--- config.mk ---
export PLATFORM = sky130hd
export DESIGN_NAME = sync_read_master
export DESIGN_NICKNAME = d
export VERILOG_FILES = /design/src/rtl/srm_pkg.sv /design/src/rtl/srm_seq.sv /design/src/rtl/srm_addr_reg.sv /design/src/rtl/srm_mbr.sv /design/src/rtl/sync_read_master.sv
export SDC_FILE = /design/constraint.sdc
export NUM_CORES = 1
export LEC_CHECK = 0
export BUFFER_PORTS_ARGS = -buffer_cell sky130_fd_sc_hd__buf_4
export CAP_MARGIN = 10
export CORE_MARGIN = 1
export CORE_UTILIZATION = 45
export DETAILED_ROUTE_END_ITERATION = 10
export PLACE_DENSITY = 0.83
export SLEW_MARGIN = 10
export SYNTH_ARGS = -nofsm -noshare
export SYNTH_HDL_FRONTEND = slang
export SYNTH_SLANG_ARGS = --single-unit
--- constraint.sdc ---
create_clock -name clk_i -period 2.9 [get_ports clk_i]
set_input_delay 0.435 -clock clk_i [delete_from_list [all_inputs] [get_ports clk_i]]
set_output_delay 0.435 -clock clk_i [all_outputs]
set_load 0.01 [all_outputs]
--- src/rtl/srm_pkg.sv ---
package srm_pkg;
  typedef enum logic [3:0] {
    ST_IDLE,
    ST_T1H,
    ST_T1L,
    ST_T2H,
    ST_T2L,
    ST_TWH,
    ST_TWL,
    ST_T3H,
    ST_T3L
  } bus_st_e;
endpackage

--- src/rtl/srm_seq.sv ---
module srm_seq
  import srm_pkg::*;
(
  input  logic    clk_i,
  input  logic    rst_ni,
  input  logic    req_i,
  input  logic    wait_ni,
  output logic    bus_clk_o,
  output logic    ready_o,
  output logic    accept_o,
  output logic    capture_o,
  output logic    strobe_o,
  output logic    done_o
);
  bus_st_e st_q, st_d;
  logic    ph_q;

  // free-running half-cycle phase; 1 = bus clock high
  always_ff @(posedge clk_i or negedge rst_ni) begin
    if (!rst_ni) ph_q <= 1'b0;
    else         ph_q <= ~ph_q;
  end

  assign bus_clk_o = ph_q;
  assign ready_o   = (st_q == ST_IDLE) && !ph_q;
  assign accept_o  = ready_o && req_i;

  always_comb begin
    st_d = st_q;
    unique case (st_q)
      ST_IDLE: if (accept_o) st_d = ST_T1H;
      ST_T1H:  st_d = ST_T1L;
      ST_T1L:  st_d = ST_T2H;
      ST_T2H:  st_d = ST_T2L;
      ST_T2L:  st_d = wait_ni ? ST_T3H : ST_TWH;
      ST_TWH:  st_d = ST_TWL;
      ST_TWL:  st_d = wait_ni ? ST_T3H : ST_TWH;
      ST_T3H:  st_d = ST_T3L;
      ST_T3L:  st_d = ST_IDLE;
      default: st_d = ST_IDLE;
    endcase
  end

  always_ff @(posedge clk_i or negedge rst_ni) begin
    if (!rst_ni) st_q <= ST_IDLE;
    else         st_q <= st_d;
  end

  assign strobe_o  = (st_q == ST_T1L) || (st_q == ST_T2H) || (st_q == ST_T2L) ||
                     (st_q == ST_TWH) || (st_q == ST_TWL) || (st_q == ST_T3H);
  assign capture_o = (st_q == ST_T3H);
  assign done_o    = (st_q == ST_T3L);
endmodule

--- src/rtl/srm_addr_reg.sv ---
module srm_addr_reg #(
  parameter int unsigned ADDR_W = 16,
  parameter logic [ADDR_W-1:0] ADDR_IDLE = '0
) (
  input  logic              clk_i,
  input  logic              rst_ni,
  input  logic              load_i,
  input  logic              clear_i,
  input  logic [ADDR_W-1:0] addr_i,
  output logic [ADDR_W-1:0] addr_o
);
  always_ff @(posedge clk_i or negedge rst_ni) begin
    if (!rst_ni)      addr_o <= ADDR_IDLE;
    else if (load_i)  addr_o <= addr_i;
    else if (clear_i) addr_o <= ADDR_IDLE;
  end
endmodule

--- src/rtl/srm_mbr.sv ---
module srm_mbr #(
  parameter int unsigned DATA_W = 16
) (
  input  logic              clk_i,
  input  logic              rst_ni,
  input  logic              cap_i,
  input  logic [DATA_W-1:0] data_i,
  output logic [DATA_W-1:0] data_o
);
  always_ff @(posedge clk_i or negedge rst_ni) begin
    if (!rst_ni)    data_o <= '0;
    else if (cap_i) data_o <= data_i;
  end
endmodule

--- src/rtl/sync_read_master.sv ---
module sync_read_master #(
  parameter int unsigned ADDR_W = 16,
  parameter int unsigned DATA_W = 16
) (
  input  logic              clk_i,
  input  logic              rst_ni,
  input  logic              req_i,
  input  logic [ADDR_W-1:0] addr_i,
  output logic              ready_o,
  output logic              done_o,
  output logic [DATA_W-1:0] rdata_o,
  output logic              bus_clk_o,
  output logic [ADDR_W-1:0] bus_addr_o,
  output logic              mreq_no,
  output logic              rd_no,
  input  logic              wait_ni,
  input  logic [DATA_W-1:0] bus_data_i
);
  localparam logic [ADDR_W-1:0] ADDR_IDLE = '0;

  logic accept, capture, strobe;

  srm_seq u_seq (
    .clk_i     (clk_i),
    .rst_ni    (rst_ni),
    .req_i     (req_i),
    .wait_ni   (wait_ni),
    .bus_clk_o (bus_clk_o),
    .ready_o   (ready_o),
    .accept_o  (accept),
    .capture_o (capture),
    .strobe_o  (strobe),
    .done_o    (done_o)
  );

  srm_addr_reg #(.ADDR_W(ADDR_W), .ADDR_IDLE(ADDR_IDLE)) u_addr (
    .clk_i   (clk_i),
    .rst_ni  (rst_ni),
    .load_i  (accept),
    .clear_i (capture),
    .addr_i  (addr_i),
    .addr_o  (bus_addr_o)
  );

  srm_mbr #(.DATA_W(DATA_W)) u_mbr (
    .clk_i  (clk_i),
    .rst_ni (rst_ni),
    .cap_i  (capture),
    .data_i (bus_data_i),
    .data_o (rdata_o)
  );

  assign mreq_no = ~strobe;
  assign rd_no   = ~strobe;
endmodule

==> results.ini, run 1 <==
[status]
outcome=finished, final reports clean

[clock_network]
cts_sinks=37
cts-root-buf=clkbuf_4
cts-buffers-inserted=5
cts_buffer_depth=2
postCtsSetupBuffers=0
clk_latency_ps=330
ctsHtreeMaxLevel=2
hold_buffers=0
cts_resized=0
clkTransAtPathRegs_ps=110
tritoncts=done

[setup_path]
start_kind=register
r2r_start=u_seq.st_q[3]
critical_path_class=register to output pin
critPathSlowestCell=dfrtp_1
crit_fanout=5
crit_required_ps=2470
rr_worst_depth=2
cp-end-kind=output pin
critPathBufInv=1
reg2reg_to=u_mbr.data_o[4]
path_cells=or2_2, nor3b_1, buf_4
max_stage_delay_ps=470
critPathTopFamily=simple AND/OR/NAND/NOR gates
worstPathArrival_ps=1500
reg2reg_slack_ps=1300

[timing]
rsz0062_at_grt=no
max_freq_mhz=516
fin_crit_sh=0.668
setup_ws_ps=963
relSlewSlack=0.645
hold_violations=0
setup_viol=0
worstMarginPinSlew_ps=532
finalMaxSlewViolations=0
timing.hold.ws_ps=29.5
skew_ps=13.3
tns_ps=0
period_minus_slack_ps=1940

[job]
maxCapViolCount=0

[synthesis]
syn-instance-count=124
synth_cell_types=21
synth_area_per_cell_um2=12.9
yosysSeqAreaShare=0.581
syn_nets=160
ys_ff_latch=37
netlist_area_um2=1590
yosysWarnings=0

[route]
firstDrtPassIters=4
avgViaCountPerCell=4.59
postRouteAntennaNets=0
drt_iter0_drc=31
via_count=1121
drt_wl_total_mm=3.07
wl_per_cell_um=12.6
drc_errors=0

[finish]
layout_common_cells=buf_4, dfrtp_1, inv_1
nets=233
stdcell_area_um2=2210
area_growth_pct=38.7
layout_commonest_cell=buf_4
utilization=0.657
antenna_cells=0
drive_gt1_frac=0.505

[global_route]
grt_pass1_vias=1179
grt_start_max_net_pins=38
antenna_found_initial=0
grt_usage=0.184
grt.overflow.total=0
grt_pass1_wl_mm=4.97

[place]
portBuffers=72
gp_congestion=0.670
dp_hpwl_mm=2.33
dp_worst_setup_slack_ps=1280
place_area_um2=2130

[power]
ir_drop_v=0.000450
cellLeakagePower_nw=1.27
p_per_area_nw_per_um2=932

[die]
fp.dieArea_um2=3780
core-area_um2=3360
start_util=0.474
die-height_um=61.5
die_w_um=61.5
row_count=21
pin_count=73

[min_path]
worstHoldPathType=primary input to asynchronous set/reset pin

==> cells by family (layout without fill, tap and decap cells) <==
kind of cell / after synthesis / count (layout) / share of synthesized area
DFF: 37 / 37 / 0.581
muxes: 32 / 32 / 0.213
and+or+nand+nor: 27 / 27 / 0.104
buffers and inverters: 24 / 98 / 0.0840
AOI/OAI and AO/OA: 3 / 3 / 0.0126
xor gates and xnor gates: 1 / 1 / 0.00550
==> sequential cells by signal, indices dropped and copies added (netlist names) <==
signal           cells
u_seq.bus_clk_o      1
u_addr.addr_o       16
u_mbr.data_o        16
u_seq.st_q           4
==> per-layer routing <==
layer  track usage  vias up  part of all wire
li1              -      538                 -
met1         0.199      549              0.38
met2         0.335       27              0.57
met3        0.0336        7             0.028
met4         0.102        0             0.020
met5             0        -                 0
==> cell usage after synthesis <==
library cell / number / area share
dfrtp_1: 37 / 0.58
inv_1: 18 / 0.042
nand2_1: 17 / 0.040
mux2i_1: 16 / 0.10
mux2_2: 15 / 0.11
buf_6: 4 / 0.028
a211oi_1: 2 / 0.0094
nand2b_1: 2 / 0.0078
a21oi_1: 1 / 0.0031
and2_2: 1 / 0.0047
buf_4: 1 / 0.0047
clkbuf_8: 1 / 0.0086
mux2_1: 1 / 0.0071
nand3_4: 1 / 0.011
nand4b_4: 1 / 0.015
nor2_1: 1 / 0.0024
nor2_2: 1 / 0.0039
nor3_4: 1 / 0.010
nor3b_1: 1 / 0.0047
or2_2: 1 / 0.0039
xor2_1: 1 / 0.0055
==> layout make-up <==
cell class,count,area (um^2)
Clock inverter,1,30.0
Inverter,18,67.6
Sequential cell,37,926
Fill cell,288,1150
Multi-Input combinational cell,63,534
Tap cell,46,57.6
Clock buffer,7,55.1
Timing Repair Buffer,72,541
==> worst max-delay path by stage <==
stage                           end          start  cells past startpoint
floorplan                    done_o  u_seq.st_q[1]                      2
finish                       done_o  u_seq.st_q[1]                      3
CTS                          done_o  u_seq.st_q[1]                      3
global placement    u_mbr.data_o[4]  u_seq.st_q[3]                      2
global route                 done_o  u_seq.st_q[1]                      3
detailed placement  u_mbr.data_o[4]  u_seq.st_q[0]                      2
==> where the power goes <==
group	total, mW	switching (mW)	internal, mW
logic	0.817	0.351	0.466
clock network	0.367	0.161	0.206
registers	0.878	0.154	0.724
==> stage by stage <==
stage / total power, mW / instances
CTS: 2.09 / 244
detailed placement: 1.72 / 236
finish: 2.06 / 244
global placement: 1.67 / 236
floorplan: 1.33 / 124
global route: 2.20 / 244
==> worst reg2reg max path: cells and delay by family, from the launching register on <==
kind,cells,cell delay [ps]
muxes,1,490
and+or+nand+nor,1,540
DFF,1,470
Power figures use the tool's default switching activity.
==> inputs of run 2 (changes only) <==
clock period = 1.84 ns   (was 2.9 ns; I/O delays follow)
==> results.ini, run 2 (same netlist as run 1, synthesis figures left out) <==
[route]
wl_per_cell_um=13.0
firstDrtPassIters=4
drt_wl_total_mm=3.24
via_count=1149
postRouteAntennaNets=0
drc_errors=0
drt_iter0_drc=16
avgViaCountPerCell=4.63

[setup_path]
reg2reg_slack_ps=280
reg2reg_to=u_seq.st_q[0]
path_cells=or2_2, nor3b_2, buf_4
cp_num_cells=3
crit_fanout=5
endpoint=done_o
critPathSlowestCell=dfrtp_2
crit_required_ps=1560
max_stage_delay_ps=460
r2r_start=u_seq.st_q[0]
crit_start=u_seq.st_q[1]
critPathBufInv=1
start_kind=register
critPathTopFamily=simple AND/OR/NAND/NOR gates
worstPathArrival_ps=1440
rr_worst_depth=3
cp-end-kind=output pin
critical_path_class=register to output pin

[place]
portBuffers=72
gp_congestion=0.703
dp_hpwl_mm=2.50

[power]
power_frac_seq=0.432
p_per_area_nw_per_um2=1430
cellLeakagePower_nw=1.28
internal-power_mw=2.13
p_sw_frac=0.333
ir_drop_v=0.000701
combPwrFrac=0.420
p_clk_frac=0.148
p_switching_mw=1.06

[clock_network]
ctsHtreeMaxLevel=2
clk_latency_ps=320
tritoncts=done
cts-buffers-inserted=5
cts-root-buf=clkbuf_4
clkTransAtPathRegs_ps=110
cts_buffer_depth=2
cts_sinks=37

[timing]
fin_crit_sh=0.933
finalMaxSlewViolations=0
setup_viol=0
period_minus_slack_ps=1720
skew_ps=11.1
relSlewSlack=0.702
timing.hold.ws_ps=166
max_freq_mhz=583
hold_violations=0
worstMarginPinSlew_ps=447
rsz0062_at_grt=no
tns_ps=0

[global_route]
antenna_found_initial=0
grt_pass1_wl_mm=4.90
grt_start_max_net_pins=38
use_met2=0.336
grt.overflow.total=0
grt-busiest-layer=met2
grt_usage=0.180
grt_pass1_vias=1176
met1_usage=0.196
met3_usage=0.0357

[min_path]
worstHoldPathType=primary input to register

[finish]
area_growth_pct=40.3
nets=237
reg_top3=u_addr.addr_o: 16 flops, u_mbr.data_o: 16 flops, u_seq.st_q: 4 flops
drive_gt1_frac=0.530
layout_commonest_cell=buf_4
antenna_cells=0
layout_common_cells=buf_4, dfrtp_1, inv_1

[job]
maxCapViolCount=0

[die]
die_w_um=61.5
row_count=21
core-area_um2=3360
start_util=0.474
die-height_um=61.5
fp.dieArea_um2=3780
pin_count=73

[status]
outcome=finished, final reports clean

-- run 2: cell type report --
type                    instances  area [um^2]
inverters                      18         67.6
clock buffers                   7         65.1
repair buffers                 76          573
multi-input cells              63          539
fillers                       276         1130
well taps                      46         57.6
flip-flops and latches         37          928
clock inverters                 1         5.00
-- run 2: routing by layer --
| metal | share of wire | vias up |
|---|---|---|
| li1 | - | 549 |
| met1 | 0.39 | 568 |
| met2 | 0.57 | 28 |
| met3 | 0.026 | 4 |
| met4 | 0.014 | 0 |
| met5 | 0 | - |
-- run 2: timing repair --
action,in CTS,in global routing
hold buffers,1,0
setup buffers,0,0
gates resized for setup,0,3
setup endpoints to repair,0,1
hold endpoints to repair,37,0
-- run 2: metrics by stage --
step	cells	utilization	cell area [um^2]	setup WS [ps]	total power, mW
6_report	248	0.665	2240	124	3.19
5_1_grt	248	0.665	2240	24.9	3.41
4_1_cts	248	0.663	2230	28.3	3.22
3_5_place_dp	239	0.639	2150	324	2.75
3_3_place_gp	239	0.639	2150	413	2.67
2_1_floorplan	124	-	1590	477	2.10
-- run 2: power groups by stage --
stage	clock network, mW	logic, mW	registers [mW]
floorplan	0	0.621	1.48
global placement	0	1.31	1.37
detailed placement	0	1.36	1.39
CTS	0.487	1.36	1.37
global route	0.525	1.47	1.42
finish	0.471	1.34	1.38
-- run 2: how the worst min path moves through the flow --
stage | from | endpoint | slack, ps | depth (start not counted)
final | bus_data_i[4] | u_mbr.data_o[4] | 170 | 2
after global routing | bus_data_i[9] | u_mbr.data_o[9] | 160 | 2
after CTS | bus_data_i[4] | u_mbr.data_o[4] | 160 | 2
after detailed placement | rst_ni | u_mbr.data_o[4] | 260 | 1
after global placement | rst_ni | u_mbr.data_o[8] | 250 | 1
after floorplan | rst_ni | u_addr.addr_o[0] | -20 | 0
-- run 2: worst register-to-register path: stages, from the launching register on --
cell	delay [ps]
dfrtp_1	510
nor3_4	280
nand3_4	290
a211oi_1	370
